$ cat config.mk
export PLATFORM = sky130hd
export DESIGN_NAME = irq_mask_ctrl
export DESIGN_NICKNAME = d
export VERILOG_FILES = /design/src/rtl/irq_mask_pkg.sv /design/src/rtl/irq_addr_decode.sv /design/src/rtl/irq_setclr_reg.sv /design/src/rtl/irq_combine.sv /design/src/rtl/irq_mask_ctrl.sv
export SDC_FILE = /design/constraint.sdc
export NUM_CORES = 1
export LEC_CHECK = 0
export BUFFER_PORTS_ARGS = -buffer_cell sky130_fd_sc_hd__buf_2
export CAP_MARGIN = 5
export CELL_PAD_IN_SITES_DETAIL_PLACEMENT = 0
export CELL_PAD_IN_SITES_GLOBAL_PLACEMENT = 2
export CORE_UTILIZATION = 28
export DETAILED_ROUTE_END_ITERATION = 7
export HOLD_SLACK_MARGIN = 0.06
export PLACE_DENSITY = 0.84
export REMOVE_ABC_BUFFERS = 1
export SLEW_MARGIN = 5
export SYNTH_ARGS = -nofsm -noshare
export SYNTH_HDL_FRONTEND = slang
export SYNTH_SLANG_ARGS = --single-unit
$ cat constraint.sdc
create_clock -name clk -period 4.05 [get_ports clk]
set_clock_uncertainty 0.1 [all_clocks]
set_input_delay 0.6075 -clock clk [delete_from_list [all_inputs] [get_ports clk]]
set_output_delay 0.6075 -clock clk [all_outputs]
set_load 0.02 [all_outputs]
$ cat src/rtl/irq_mask_pkg.sv
package irq_mask_pkg;
  localparam int unsigned REG_W      = 32;
  localparam int unsigned ADDR_W     = 8;
  localparam int unsigned GATE_BIT   = REG_W - 1;
  localparam int unsigned SRC_W      = REG_W - 1;

  // bits that never hold state: 28 and 14..10
  localparam logic [REG_W-1:0] RSVD_BITS  = 32'h1000_7C00;
  localparam logic [REG_W-1:0] MASK_LIVE  = ~RSVD_BITS;
  localparam logic [REG_W-1:0] EVENT_LIVE = ~RSVD_BITS & ~(32'h1 << GATE_BIT);

  localparam logic [ADDR_W-1:0] A_EV_SET = 8'h80;
  localparam logic [ADDR_W-1:0] A_EV_CLR = 8'h84;
  localparam logic [ADDR_W-1:0] A_MK_SET = 8'h88;
  localparam logic [ADDR_W-1:0] A_MK_CLR = 8'h8C;

  typedef enum logic [1:0] {
    RD_NONE  = 2'd0,
    RD_EVENT = 2'd1,
    RD_MASK  = 2'd2
  } rd_sel_t;

  typedef struct packed {
    logic ev_set;
    logic ev_clr;
    logic mk_set;
    logic mk_clr;
  } wr_strobe_t;
endpackage

$ cat src/rtl/irq_addr_decode.sv
module irq_addr_decode
  import irq_mask_pkg::*;
(
  input  logic [ADDR_W-1:0] addr,
  input  logic              wr,
  output wr_strobe_t        strb,
  output rd_sel_t           rd_sel
);
  always_comb begin
    strb.ev_set = wr && (addr == A_EV_SET);
    strb.ev_clr = wr && (addr == A_EV_CLR);
    strb.mk_set = wr && (addr == A_MK_SET);
    strb.mk_clr = wr && (addr == A_MK_CLR);
  end

  always_comb begin
    unique case (addr)
      A_EV_SET, A_EV_CLR: rd_sel = RD_EVENT;
      A_MK_SET, A_MK_CLR: rd_sel = RD_MASK;
      default:            rd_sel = RD_NONE;
    endcase
  end
endmodule

$ cat src/rtl/irq_setclr_reg.sv
// Per-bit register with priority: hw clear > hw set > sw clear > sw set > hold.
module irq_setclr_reg #(
  parameter int unsigned      W    = 32,
  parameter logic [W-1:0]     LIVE = '1
) (
  input  logic         clk,
  input  logic         rst_n,
  input  logic [W-1:0] sw_set,
  input  logic [W-1:0] sw_clr,
  input  logic [W-1:0] hw_set,
  input  logic [W-1:0] hw_clr,
  output logic [W-1:0] q
);
  logic [W-1:0] d;

  always_comb begin
    d = q;
    d = d | sw_set;
    d = d & ~sw_clr;
    d = d | hw_set;
    d = d & ~hw_clr;
    d = d & LIVE;
  end

  for (genvar i = 0; i < W; i++) begin : g_bit
    if (LIVE[i]) begin : g_live
      always_ff @(posedge clk or negedge rst_n) begin
        if (!rst_n) q[i] <= 1'b0;
        else        q[i] <= d[i];
      end
    end else begin : g_tied
      assign q[i] = d[i];
    end
  end
endmodule

$ cat src/rtl/irq_combine.sv
module irq_combine #(
  parameter int unsigned W = 32
) (
  input  logic         clk,
  input  logic         rst_n,
  input  logic [W-1:0] ev,
  input  logic [W-1:0] mask,
  output logic         irq
);
  localparam int unsigned SRC = W - 1;
  logic any_src;

  always_comb any_src = |(ev[SRC-1:0] & mask[SRC-1:0]);

  always_ff @(posedge clk or negedge rst_n) begin
    if (!rst_n) irq <= 1'b0;
    else        irq <= mask[W-1] & any_src;
  end
endmodule

$ cat src/rtl/irq_mask_ctrl.sv
module irq_mask_ctrl
  import irq_mask_pkg::*;
(
  input  logic              clk,
  input  logic              rst_n,
  input  logic [7:0]        bus_addr,
  input  logic              bus_wr,
  input  logic [31:0]       bus_wdata,
  output logic [31:0]       bus_rdata,
  input  logic [30:0]       hw_event,
  input  logic              hw_gate_drop,
  output logic              irq
);
  wr_strobe_t       strb;
  rd_sel_t          rd_sel;
  logic [REG_W-1:0] event_q, mask_q;
  logic [REG_W-1:0] ev_set, ev_clr, mk_set, mk_clr;
  logic [REG_W-1:0] ev_hw_set, mk_hw_clr;

  irq_addr_decode u_dec (
    .addr(bus_addr), .wr(bus_wr), .strb(strb), .rd_sel(rd_sel)
  );

  always_comb begin
    ev_set    = strb.ev_set ? bus_wdata : '0;
    ev_clr    = strb.ev_clr ? bus_wdata : '0;
    mk_set    = strb.mk_set ? bus_wdata : '0;
    mk_clr    = strb.mk_clr ? bus_wdata : '0;
    ev_hw_set = {1'b0, hw_event};
    mk_hw_clr = {hw_gate_drop, {SRC_W{1'b0}}};
  end

  irq_setclr_reg #(.W(REG_W), .LIVE(EVENT_LIVE)) u_event (
    .clk(clk), .rst_n(rst_n),
    .sw_set(ev_set), .sw_clr(ev_clr),
    .hw_set(ev_hw_set), .hw_clr('0),
    .q(event_q)
  );

  irq_setclr_reg #(.W(REG_W), .LIVE(MASK_LIVE)) u_mask (
    .clk(clk), .rst_n(rst_n),
    .sw_set(mk_set), .sw_clr(mk_clr),
    .hw_set('0), .hw_clr(mk_hw_clr),
    .q(mask_q)
  );

  irq_combine #(.W(REG_W)) u_comb (
    .clk(clk), .rst_n(rst_n), .ev(event_q), .mask(mask_q), .irq(irq)
  );

  always_comb begin
    unique case (rd_sel)
      RD_EVENT: bus_rdata = event_q;
      RD_MASK:  bus_rdata = mask_q;
      default:  bus_rdata = '0;
    endcase
  end
endmodule

# == Word-level counts from Yosys, hierarchy flattened ==
# Index checks and enable logic that the tools add are counted.
# classes
add_sub_neg,0
mul,0
div,0
order_cmp,0
eq_ne,6
shifts,0
n_mux,6
bitwise,11
reduce_logical,7
# op_table
op,count
32-bit bitwise AND,2
32-bit two-way mux,2
32-bit inverter,2
32-bit case mux with 2 select lines,1
31-bit bitwise AND,2
31-bit two-way mux,2
31-bit OR,2
8-bit == test (second input constant),4
32-bit OR,1
31-bit inverter,1
31-bit OR reduction,1
1-bit logical AND,4
2-bit case mux with 2 select lines,1
2-bit OR reduction,2
2-bit by 1-bit == test with 1-bit output (second input constant),1
2-bit == test (second input constant),1
1-bit bitwise AND,1
# totals
ff_bits,52
latchBits,0
ramBits,0
romBits,0
in_bits,75
out_inout_bits,33
word_cells,82
n_memories,0

# == Depth between registers and ports, before layout ==
# depth
ltp_word,6
mapped_depth,10
mapped_depth_nobuf,7

# == By module ==
# Synthesis repeated with hierarchy kept, for this count alone.
# unflattened
hier_cells,469
area_unflattened_um2,3823.7
# by_module_without_submodules
module,instances,cells_each,area_each_um2,seq_area_each_um2
irq_mask_ctrl,1,218,1342.5,0.0
irq_setclr_reg at u_mask,1,111,1122.3,650.6
irq_setclr_reg at u_event,1,108,1088.5,625.6
irq_combine,1,20,193.9,25.0
irq_addr_decode,1,12,76.3,0.0

# == Least setup slack after synthesis ==
# Ideal clock, no wire load.
# synth_path
path_kind,input port to output port
startpoint,in bus_addr[6]
endpoint,out bus_rdata[0]
t_arrival_ps,2741
required_ps,3342
path_slack_ps,601
path_stages,10
path_buffers,3
path_cell_list,nor4b_4 clkbuf_1 nand2_1 or2_2 inv_1 ha_1 clkbuf_1 clkbuf_1 a22oi_1 nor2_1
# synth_between
elab_chain_cells,5
elab_cells_between_ends,10
cone_classes,6 x eq/ne; 2 x mux; 2 x reduce/logical
# synth_rtl
item,line_no,rtl
"start, declared",irq_mask_ctrl.sv:6,"input logic [7:0] bus_addr,"
8-bit == test,irq_addr_decode.sv:17,unique case (addr)
2-bit OR reduction,irq_addr_decode.sv:17,
2-bit case mux with 2 select lines (*),irq_addr_decode.sv:17,
2-bit == test or 2-bit by 1-bit == test with 1-bit output (tied branches),irq_mask_ctrl.sv:52,unique case (rd_sel)
32-bit case mux with 2 select lines (*),irq_mask_ctrl.sv:52,
"end, declared",irq_mask_ctrl.sv:9,"output logic [31:0] bus_rdata,"
# Every way passes the cells marked *; elsewhere a longest branch is shown, timed or not.

# == Final worst setup path ==
# layout_path
startpoint,in bus_addr[6]
endpoint,out bus_rdata[26]
# The elaborated chain is that of the path after synthesis.

==> results.cfg <==
[setup_path]
crit_type = input port to primary output
ff2ff_path_depth = 4
rr_endpoint = u_comb.irq$_DFF_PN0_
path_common_cell = buf_2
cp_slowest_stage_delay_ns = 0.88
start_kind = input port
path_cells = buf_2, nor4b_4, and3_1, ha_1, a22oi_1, nor2_1, buf_2
worstReg2RegStart = u_event.q[25]$_DFF_PN0_
cp_num_buf_inv = 2
rrSetupSlack_ns = 2.53
worst-path-max-fanout = 26
arrival_ns = 2.68
crit_required_ns = 3.34
slowest_stage = ha_1
critical-path-top-delay-family = adder cells
end_kind = primary output
worstSetupPathDepth = 7

[global_route]
grtUsageMet2 = 0.2754
grt_pass1_vias = 2548
grt_use_total = 0.1587
overflow = 0
grt_max_degree = 52
antenna_found_initial = 0
grt_busiest_layer = met2
grtUsageMet3 = 0.03427
globalRouteMet1Util = 0.2039
grt_pass1_wl_um = 12930

[sta]
fmax_ghz = 0.2948
setup_tns_ns = 0
setup_violations = 0
finalHoldViolCount = 0
rsz0062_at_grt = false
relSlewSlack = 0.2826
fin_crit_ns = 3.392
period_share = 0.8374
tightestPinTransition_ns = 1.076
holdWs_ns = 0.2085
slew_violations = 0

[synth]
synth_cell_types = 28
synth_area_leaders = dfrtp_1 (45%), a22oi_1 (8.9%), mux2i_1 (8.7%)
synth_area_um2 = 2870
synth_ff_type = dfrtp_1
ys_seq_elements = 52
syn_inst = 312
ys_seq_area_frac = 0.4534
avgSynthCellArea_um2 = 9.200
async_reset_ff_frac = 1.000
synth_top_area_share = 0.4534
synth_edf_count = 0
yosys_warnings = 0
yosys.area.top_type = dfrtp_1

[clock_tree]
clk_pin_slew_ns = 0.09
insertion_delay_ns = 0.30
h-tree-depth = 2
postCtsSetupBuffers = 0
cts-resized-gates = 0
cts_buffers = 5
root_buffer = clkbuf_8
clock_tree.buffer_depth = 2
ctsHoldBuffers = 0
clock-sinks = 52
tritoncts = built

[placed_design]
io_buffers = 89
placed_cell_area_um2 = 3397
place_congestion = 0.7237
dp.cells = 517
place_hpwl_um = 5380

[power]
p_int_mw = 0.7187
seqPwrFrac = 0.570
vdd.ir_drop.worst_uv = 159.9
p_leak_nw = 1.657
swShare = 0.2430
clkPwrFrac = 0.336
switching_power_mw = 0.2307
powerDensity_nw_per_um2 = 271.8
comb_power_share = 0.094

[cells_and_area]
fin_nets = 468
stdcell_area_um2 = 3493
final_layout_size_suffix_gt1_frac = 0.2711
final_cells = 524
area_delta_synth_final_pct = 21.71
n_antenna_cell = 0
fill_cells = 1038

[routing]
wl_per_cell_um = 15.34
vias = 2527
ant_nets = 0
first_iter_violations = 83
drtPass1Iterations = 4
wirelength_um = 8037
drc = 0
routed_via_density = 4.823

[die]
design.core.area_um2 = 9864
placement_rows = 36
dieArea_um2 = 10660
fp.dieW_um = 103.2
die_y_um = 103.2
io_pins = 108
initial_core_util = 0.2910

[worst_hold_path]
holdCritPathClass = input port to async pin

[flow_run]
max_cap_violations = 0

[status]
outcome = completed
-- worst max path at each step --
stage	start	endpoint	slack, ns
after CTS	bus_addr[6]	bus_rdata[26]	0.60
after detailed placement	bus_addr[6]	bus_rdata[26]	0.61
after global routing	bus_addr[6]	bus_rdata[26]	0.46
after floorplan	bus_addr[6]	bus_rdata[0]	0.52
after global placement	bus_addr[6]	bus_rdata[26]	0.62
final	bus_addr[6]	bus_rdata[26]	0.66
-- registers in the layout, indices dropped and copies added, names as in the netlist --
register and count:
u_comb.irq 1, u_mask.q 26, u_event.q 25
-- cell usage after synthesis, types with 2 or more instances --
library cell  count
clkbuf_1         15
buf_4             7
nor4b_4           2
mux2i_1          25
inv_1            27
dfrtp_1          52
buf_2             2
nand3_1          26
buf_6             2
nand4_1           2
ha_1              2
a211o_1          25
a22oi_1          34
buf_1             2
nand2_1          26
nor2_1           51
-- cell usage in the layout, fill, tap and decap left out, types with 2 or more instances in the layout --
| cell type | n |
|---|---|
| nor2_1 | 51 |
| a22oi_1 | 34 |
| ha_1 | 2 |
| buf_4 | 6 |
| buf_2 | 89 |
| mux2i_1 | 25 |
| nor4b_4 | 2 |
| inv_1 | 27 |
| dfrtp_1 | 52 |
| a211o_1 | 25 |
| clkbuf_8 | 7 |
| nand3_1 | 26 |
| nand4_1 | 2 |
| nand2_1 | 26 |
| conb_1 | 6 |
-- power groups by stage --
stage / Combinational (mW) / Sequential (mW) / Clock (mW)
floorplan: 0.0268 / 0.549 / 0
global placement: 0.0899 / 0.551 / 0
detailed placement: 0.0913 / 0.551 / 0
CTS: 0.0918 / 0.541 / 0.337
global route: 0.100 / 0.543 / 0.364
finish: 0.0896 / 0.541 / 0.319
-- final cells by class --
class | count | area (um2) | share of cell area
Tap cell | 133 | 166.4 | 0.04764
Multi-Input combinational cell | 210 | 1338 | 0.3829
Clock buffer | 7 | 96.34 | 0.02758
Timing Repair Buffer | 95 | 490.5 | 0.1404
Sequential cell | 52 | 1301 | 0.3725
Inverter | 27 | 101.3 | 0.02901
-- cell families (layout without fill, tap and decap cells) --
| logic type | count (synthesis) | in the layout | synth area share |
|---|---|---|---|
| adders and majority gates | 2 | 2 | 0.008717 |
| muxes | 25 | 25 | 0.08718 |
| AOI/OAI and AO/OA | 65 | 65 | 0.1831 |
| and+or+nand+nor | 112 | 112 | 0.1792 |
| other | 1 | 6 | 0.001307 |
| DFF | 52 | 52 | 0.4534 |
| buffers and inverters | 55 | 129 | 0.08718 |
-- routing by layer --
layer,wire length (um),up-vias
met5,0,-
met1,3735,1218
met2,3889,74
met3,378,4
met4,33,0
li1,-,1231
-- stage by stage --
step	util	total power, mW	setup WS, ns
floorplan	-	0.5757	0.5192
global placement	0.3444	0.6407	0.6195
detailed placement	0.3444	0.6425	0.6077
CTS	0.3541	0.9700	0.6046
global route	0.3541	1.007	0.4580
finish	0.3541	0.9494	0.6584
-- worst reg2reg max path, stage by stage, from the launching register on --
cell,delay (ns)
dfrtp_1,0.41
a22o_1,0.25
a221oi_1,0.21
nand4_1,0.17
o31a_1,0.28
Power figures use the tool's default switching activity.
